<file path="src/rtl/rs_ecc_pkg.sv">
package rs_ecc_pkg;

    localparam int SYM_W     = 10;
    localparam int NPAR      = 6;
    localparam int PAR_BITS  = SYM_W * NPAR;
    localparam int PAR_BYTES = (PAR_BITS + 7) / 8;
    localparam int PAD_BITS  = PAR_BYTES * 8 - PAR_BITS;
    localparam int IDX_W     = $clog2(PAR_BYTES);

    localparam logic [SYM_W:0] FIELD_POLY = 11'h409;

    localparam logic [7:0] A_CTL  = 8'h50;
    localparam logic [7:0] A_TRUE = 8'h60;
    localparam logic [7:0] A_CHK  = 8'h70;
    localparam logic [7:0] A_INV  = 8'h80;

    localparam int CTL_CLR  = 7;
    localparam int CTL_GEN  = 6;
    localparam int CTL_FEED = 5;
    localparam int CHK_ERR  = 7;

    typedef logic [SYM_W-1:0]             sym_t;
    typedef sym_t [NPAR-1:0]              rem_t;
    typedef logic [PAR_BYTES-1:0][7:0]    pbytes_t;

    typedef struct packed {
        logic gen;
        logic feed;
    } ctl_t;

    // multiply in GF(2^10)
    function automatic sym_t gf_mul(sym_t a, sym_t b);
        sym_t acc;
        sym_t x;
        acc = '0;
        x   = a;
        for (int i = 0; i < SYM_W; i++) begin
            if (b[i]) acc ^= x;
            x = x[SYM_W-1] ? ((x << 1) ^ FIELD_POLY[SYM_W-1:0]) : (x << 1);
        end
        return acc;
    endfunction

    // low coefficients of the monic generator prod (x + alpha^i), i = 0..NPAR-1
    function automatic rem_t gen_poly();
        sym_t g [NPAR+1];
        sym_t root;
        rem_t res;
        for (int j = 0; j <= NPAR; j++) g[j] = '0;
        g[0] = sym_t'(1);
        root = sym_t'(1);
        for (int i = 0; i < NPAR; i++) begin
            for (int j = NPAR; j > 0; j--) g[j] = g[j-1] ^ gf_mul(g[j], root);
            g[0] = gf_mul(g[0], root);
            root = gf_mul(root, sym_t'(2));
        end
        for (int j = 0; j < NPAR; j++) res[j] = g[j];
        return res;
    endfunction

    function automatic logic [7:0] rev8(logic [7:0] b);
        logic [7:0] r;
        for (int i = 0; i < 8; i++) r[i] = b[7-i];
        return r;
    endfunction

    // pack remainder into readout bytes; inv selects the complemented view
    function automatic pbytes_t pack_view(rem_t r, logic inv);
        logic [PAR_BYTES*8-1:0] n;
        logic [7:0]             b;
        pbytes_t                res;
        n = {{PAD_BITS{1'b0}}, r};
        for (int k = 0; k < PAR_BYTES; k++) begin
            b = n[8*k +: 8];
            if (inv) b = ~b;
            res[k] = rev8(b);
        end
        res[PAR_BYTES-1] = res[PAR_BYTES-1] | rev8(8'hFF << (8 - PAD_BITS));
        return res;
    endfunction

    // recover parity symbols from complemented-view bytes, pad dropped
    function automatic rem_t unpack_stored(pbytes_t s);
        logic [PAR_BYTES*8-1:0] n;
        for (int k = 0; k < PAR_BYTES; k++) n[8*k +: 8] = ~rev8(s[k]);
        return n[PAR_BITS-1:0];
    endfunction

endpackage

</file>
<file path="src/rtl/rs_ecc_divider.sv">
module rs_ecc_divider
    import rs_ecc_pkg::*;
(
    input  logic       clk,
    input  logic       rst,
    input  logic       clr,
    input  logic       shift,
    input  logic [7:0] din,
    output rem_t       rem
);

    localparam rem_t GEN = gen_poly();

    rem_t rem_q;
    rem_t rem_nxt;
    sym_t fb;

    always_comb begin
        fb         = {{(SYM_W-8){1'b0}}, ~din} ^ rem_q[NPAR-1];
        rem_nxt[0] = gf_mul(fb, GEN[0]);
        for (int j = 1; j < NPAR; j++) begin
            rem_nxt[j] = rem_q[j-1] ^ gf_mul(fb, GEN[j]);
        end
    end

    always_ff @(posedge clk) begin
        if (rst || clr) rem_q <= '0;
        else if (shift) rem_q <= rem_nxt;
    end

    assign rem = rem_q;

endmodule

</file>
<file path="src/rtl/rs_ecc_verify.sv">
module rs_ecc_verify
    import rs_ecc_pkg::*;
(
    input  logic             clk,
    input  logic             rst,
    input  logic             clr,
    input  logic             cap,
    input  logic [IDX_W-1:0] cap_idx,
    input  logic             last,
    input  logic [7:0]       din,
    input  rem_t             rem,
    output logic             pend,
    output logic             err
);

    pbytes_t st_q;
    logic    pend_q;
    logic    err_q;

    always_ff @(posedge clk) begin
        if (rst || clr) begin
            st_q   <= '0;
            pend_q <= 1'b0;
            err_q  <= 1'b0;
        end else begin
            if (cap) st_q[cap_idx] <= din;
            pend_q <= cap && last;
            if (pend_q) err_q <= (unpack_stored(st_q) != rem);
        end
    end

    assign pend = pend_q;
    assign err  = err_q;

endmodule

</file>
<file path="src/rtl/rs_ecc_readout.sv">
module rs_ecc_readout
    import rs_ecc_pkg::*;
(
    input  logic [7:0]  reg_addr,
    input  rem_t        rem,
    input  ctl_t        ctl,
    input  logic        err,
    output logic [15:0] reg_rdata
);

    pbytes_t tview;
    pbytes_t iview;
    logic    unused_addr;

    assign tview       = pack_view(rem, 1'b0);
    assign iview       = pack_view(rem, 1'b1);
    assign unused_addr = reg_addr[0];

    always_comb begin
        reg_rdata = '0;
        if (reg_addr[7:4] == A_TRUE[7:4]) begin
            reg_rdata[7:0] = tview[reg_addr[IDX_W:1]];
        end else if (reg_addr[7:4] == A_INV[7:4]) begin
            reg_rdata[7:0] = iview[reg_addr[IDX_W:1]];
        end else if (reg_addr[7:1] == A_CHK[7:1]) begin
            reg_rdata[CHK_ERR] = err;
        end else if (reg_addr[7:1] == A_CTL[7:1]) begin
            reg_rdata[CTL_GEN]  = ctl.gen;
            reg_rdata[CTL_FEED] = ctl.feed;
        end
    end

endmodule

</file>
<file path="src/rtl/rs_page_ecc.sv">
module rs_page_ecc
    import rs_ecc_pkg::*;
#(
    parameter int DATA_BYTES = 512
) (
    input  logic        clk,
    input  logic        rst,
    input  logic        reg_wr,
    input  logic [7:0]  reg_addr,
    input  logic [15:0] reg_wdata,
    output logic [15:0] reg_rdata,
    input  logic        dat_valid,
    input  logic [7:0]  dat_byte
);

    localparam int TOTAL = DATA_BYTES + PAR_BYTES;
    localparam int CNT_W = $clog2(TOTAL + 1);

    ctl_t             ctl_q;
    logic [CNT_W-1:0] cnt_q;
    logic [CNT_W-1:0] par_off;
    logic             ctl_wr;
    logic             clr;
    logic             take;
    logic             in_data;
    logic             in_par;
    logic             shift;
    logic             cap;
    logic             last;
    rem_t             rem;
    logic             chk_pend;
    logic             err;
    logic             unused_bits;

    assign ctl_wr  = reg_wr && (reg_addr == A_CTL);
    assign clr     = ctl_wr && reg_wdata[CTL_CLR];
    assign take    = dat_valid && ctl_q.feed && !clr;
    assign in_data = cnt_q < CNT_W'(DATA_BYTES);
    assign in_par  = !ctl_q.gen && !in_data && (cnt_q < CNT_W'(TOTAL));
    assign shift   = take && in_data;
    assign cap     = take && in_par;
    assign last    = cnt_q == CNT_W'(TOTAL - 1);
    assign par_off = cnt_q - CNT_W'(DATA_BYTES);

    assign unused_bits = ^{reg_wdata[15:8], reg_wdata[4:0], par_off[CNT_W-1:IDX_W]};

    always_ff @(posedge clk) begin
        if (rst) begin
            ctl_q <= '0;
        end else if (ctl_wr) begin
            ctl_q.gen  <= reg_wdata[CTL_GEN];
            ctl_q.feed <= reg_wdata[CTL_FEED];
        end
    end

    always_ff @(posedge clk) begin
        if (rst || clr)        cnt_q <= '0;
        else if (shift || cap) cnt_q <= cnt_q + 1'b1;
    end

    rs_ecc_divider u_div (
        .clk   (clk),
        .rst   (rst),
        .clr   (clr),
        .shift (shift),
        .din   (dat_byte),
        .rem   (rem)
    );

    rs_ecc_verify u_vfy (
        .clk     (clk),
        .rst     (rst),
        .clr     (clr),
        .cap     (cap),
        .cap_idx (par_off[IDX_W-1:0]),
        .last    (last),
        .din     (dat_byte),
        .rem     (rem),
        .pend    (chk_pend),
        .err     (err)
    );

    rs_ecc_readout u_rd (
        .reg_addr  (reg_addr),
        .rem       (rem),
        .ctl       (ctl_q),
        .err       (err),
        .reg_rdata (reg_rdata)
    );

endmodule

</file>
<file path="config.mk">
export PLATFORM = sky130hd
export DESIGN_NAME = rs_page_ecc
export DESIGN_NICKNAME = d
export VERILOG_FILES = /design/src/rtl/rs_ecc_pkg.sv /design/src/rtl/rs_ecc_divider.sv /design/src/rtl/rs_ecc_verify.sv /design/src/rtl/rs_ecc_readout.sv /design/src/rtl/rs_page_ecc.sv
export SDC_FILE = /design/constraint.sdc
export NUM_CORES = 1
export LEC_CHECK = 0
export ABC_CLOCK_PERIOD_IN_PS = 3040
export BUFFER_PORTS_ARGS = -buffer_cell sky130_fd_sc_hd__buf_2
export CAP_MARGIN = 20
export CORE_AREA = 2 2 130 132
export CTS_CLUSTER_SIZE = 20
export DETAILED_ROUTE_END_ITERATION = 10
export DIE_AREA = 0 0 132 134
export PLACE_DENSITY = 0.75
export SLEW_MARGIN = 20
export SYNTH_ARGS = -nofsm -noshare
export SYNTH_HDL_FRONTEND = slang
export SYNTH_SLANG_ARGS = --single-unit
</file>
<file path="constraint.sdc">
create_clock -name clk -period 3.04 [get_ports clk]
set_input_delay 0.152 -clock clk [delete_from_list [all_inputs] [get_ports clk]]
set_output_delay 0.152 -clock clk [all_outputs]
set_load 0.01 [all_outputs]
</file>
==> flow_summary.yaml <==
status:
  result_of_the_run: "complete, no violations"
critical_path:
  worst-path-max-fanout: 8
  required_ns: 3.34
  critPathKind: "register to register"
  crit_path_end_kind: "register"
  worst_reg2reg_path_length_in_cells: 7
  arrival_time_of_the_worst_setup_path_ns: 2.75
  rr_startpoint: "u_div.rem[57]"
  type_of_origin_of_the_critical_path: "register"
  critical_path.startpoint: "u_div.rem[57]"
logic_synthesis:
  synth_top_flop_cell: "sky130_fd_sc_hd__dfxtp_1"
  synth.cells.most_frequent: "sky130_fd_sc_hd__nand2_1 (194), sky130_fd_sc_hd__dfxtp_1 (134), sky130_fd_sc_hd__xnor2_1 (119)"
  synthMostInstantiatedCell: "sky130_fd_sc_hd__nand2_1"
  synth_area_leader_cell: "sky130_fd_sc_hd__dfxtp_1"
  synthXorXnorAreaFrac_pct: 25.77
  netlist-cell-type-count: 53
  synth_seq_area_share_pct: 33.75
  postSynth.asyncResetShare_pct: 0
  synth_largest_type_area_fraction_pct: 33.75
  postSynthRegisterBits: 134
  synth_compound_gate_area_share_pct: 13.06
  dominant_combinational_cell_family_by_area_after_synthesis: "XOR/XNOR gates"
  synth_fa_ha_area_share_pct: 0.1574
  synth-edff-count: 0
  synth_simple_gate_area_share_pct: 17.22
  synth.top_cells.by_area: "sky130_fd_sc_hd__dfxtp_1 (34%), sky130_fd_sc_hd__xnor2_1 (13%), sky130_fd_sc_hd__nand2_1 (9.2%), sky130_fd_sc_hd__xor2_1 (6.3%), sky130_fd_sc_hd__a21oi_1 (6.1%)"
  avgSynthCellArea_um2: 8.631
  synth.cell_area_um2: 7949
  yosysWarningCount: 0
  syn_inst: 921
  synthMuxAreaShare_pct: 5.179
sta:
  timing.final.max_slew_violations: 0
  grt_setup_unrepaired: "false"
  fin_crit_sh_pct: 80.36
  worst_pin_slew_ns: 0.8224
  final_period_minus_worst_setup_slack_ns: 2.443
  whs_ns: 0.09523
  clock.fmax_ghz: 0.4094
  fin_worst_skew_ns: 0.005875
  final.setup.tns_ns: 0
  timing_hold_violations_final: 0
  timing.max_slew.rel_slack_pct: 44.78
  setup_viol: 0
  worst_slack_ns: 0.5971
pwr:
  power.share.switching_pct: 24.60
  comb_pwr_share_pct: 12.6
  power.share.sequential_pct: 41.7
  power.ir.vdd_worst_mv: 0.7105
  clockPowerShare_pct: 45.7
  cellPowerDensity_nw_per_um2: 478.5
  internal-power_mw: 3.181
  post-layout-total-power_mw: 4.219
  total_switching_power_mw: 1.038
  leakage_nw: 3.058
clocking:
  worst_skew_pair.late_latency_ns: 0.43
  clk_pin_slew_worst_paths_ns: 0.06
  clk_root_buffer_cell: "sky130_fd_sc_hd__clkbuf_16"
  cts_hold_repair.buffers: 3
  cts_resized: 0
  clkSinkCount: 134
  cts_tree: "yes"
  cts_buffers: 17
  cts.path.max_buffers: 2
  cts_setup_buffers: 0
  cts_htree_levels: 4
global_routing:
  groute.usage.overall_pct: 27.05
  first_global_vias: 6289
  globalRoute.totalOverflow: 0
  grt_antenna_before_repair: 0
  grt_max_degree: 72
  grt_first_pass_wirelength_um: 36250
placement:
  dpl.hpwl_um: 17400
  placedCellCount: 1132
  gp_congestion: 1.014
  pre_cts_ws_ns: 0.6747
  port_buffers: 30
  placedInstanceArea_um2: 8248
die:
  total_die_area_um2: 17690
  core_um2: 16290
  initial_core_util_pct: 48.80
  floorplan.rows: 47
  design.portCount: 52
  die_h_um: 134
  chipWidth_um: 132
finish:
  final_core_utilization_pct: 54.13
  insertedDiodeCount: 0
  design.final.nets: 971
  layout.cell_area.non_filler_um2: 8817
  flow.area_growth_from_synthesis_pct: 10.92
  fill_cells: 1502
  fraction_of_final_layout_cells_sized_beyond_drive_strength_1_pct: 12.30
  fin_cells: 1163
drt:
  detail_route.wirelength_um: 23620
  viasPerCell: 5.821
  post_drt_wl_per_cell_um: 20.31
  remaining_drc_errors: 0
  drtPass1Iterations: 6
  dr_total_vias: 6770
  antenna_violating_nets_post_route: 0
  drt-initial-drc-count: 744
hold_path:
  min_path_cells: 4
  hold_start: "reg_wr"
  timing.hold.worst.class: "input port to register"
flow_run:
  number_of_maximum_capacitance_constraint_violations: 0
routing by layer:
metal / GRT usage [%] / vias to the layer above / share of wire, %
met5: 0 / - / 0
met4: 10.27 / 0 / 3.0
met3: 7.218 / 66 / 12
met2: 42.36 / 393 / 44
met1: 35.90 / 3194 / 41
li1: - / 3117 / -
sequential cells by signal, summed over array words and instances, names as in the netlist:
register and flops:
u_vfy.pend 1, u_vfy.st_q 60, u_div.rem 60, cnt_q 10
ctl_q 2, u_vfy.err 1
worst max-delay path, stage by stage, from the launching register on:
cell and delay (ns):
sky130_fd_sc_hd__dfxtp_1 0.50, sky130_fd_sc_hd__xnor2_1 0.27, sky130_fd_sc_hd__buf_4 0.27, sky130_fd_sc_hd__xnor2_1 0.62, sky130_fd_sc_hd__xnor2_1 0.21, sky130_fd_sc_hd__xor2_1 0.20
sky130_fd_sc_hd__xnor2_1 0.16, sky130_fd_sc_hd__o21ai_0 0.09
final cells by class:
type	count	area, um^2	share of cell area (%)
multi-input combinational	725	4941	56.04
clock buffer	24	491.7	5.577
tap	220	275.3	3.122
timing repair buffer	53	367.9	4.172
clock inverter	4	47.55	0.5392
inverter	3	11.26	0.1277
sequential	134	2683	30.42
cell families after synthesis:
group / after synthesis
AO/OA/AOI/OAI: 177
XOR/XNOR: 198
adder cells (fa/ha/maj): 1
buffers and inverters: 69
flip-flops: 134
multiplexers: 26
other: 1
AND/OR/NAND/NOR: 315
worst paths after layout:
check	end	slack, ns
max reg2reg	u_div.rem[54]	0.60
min	ctl_q[1]	0.1
min reg2reg	u_vfy.st_q[19]	0.46
max	u_div.rem[54]	0.60
power groups by stage:
stage | combinational, mW | clock [mW] | sequential (mW)
6_report | 0.532 | 1.93 | 1.76
4_1_cts | 0.526 | 1.94 | 1.76
3_5_place_dp | 0.522 | 0 | 1.80
3_3_place_gp | 0.518 | 0 | 1.80
5_1_grt | 0.565 | 2.00 | 1.76
2_1_floorplan | 0.423 | 0 | 1.80
cells in the final DEF, fill, tap and decap left out, types with 6 or more instances in the layout:
| master | count |
|---|---|
| sky130_fd_sc_hd__nand2_1 | 194 |
| sky130_fd_sc_hd__xnor2_1 | 119 |
| sky130_fd_sc_hd__buf_2 | 30 |
| sky130_fd_sc_hd__nand4_1 | 10 |
| sky130_fd_sc_hd__dfxtp_1 | 134 |
| sky130_fd_sc_hd__a21oi_1 | 97 |
| sky130_fd_sc_hd__a211oi_1 | 22 |
| sky130_fd_sc_hd__buf_4 | 17 |
| sky130_fd_sc_hd__nor2_1 | 49 |
| sky130_fd_sc_hd__xnor2_4 | 7 |
| sky130_fd_sc_hd__xor2_1 | 57 |
| sky130_fd_sc_hd__conb_1 | 8 |
| sky130_fd_sc_hd__mux4_2 | 12 |
| sky130_fd_sc_hd__o22ai_1 | 10 |
| sky130_fd_sc_hd__o21ai_0 | 31 |
| sky130_fd_sc_hd__clkbuf_16 | 17 |
| sky130_fd_sc_hd__mux2i_1 | 13 |
| sky130_fd_sc_hd__nor4_1 | 10 |
| sky130_fd_sc_hd__nand3_1 | 19 |
| sky130_fd_sc_hd__and3_1 | 6 |
| sky130_fd_sc_hd__and2_1 | 6 |
No activity file was read; power rests on OpenSTA's default activity.
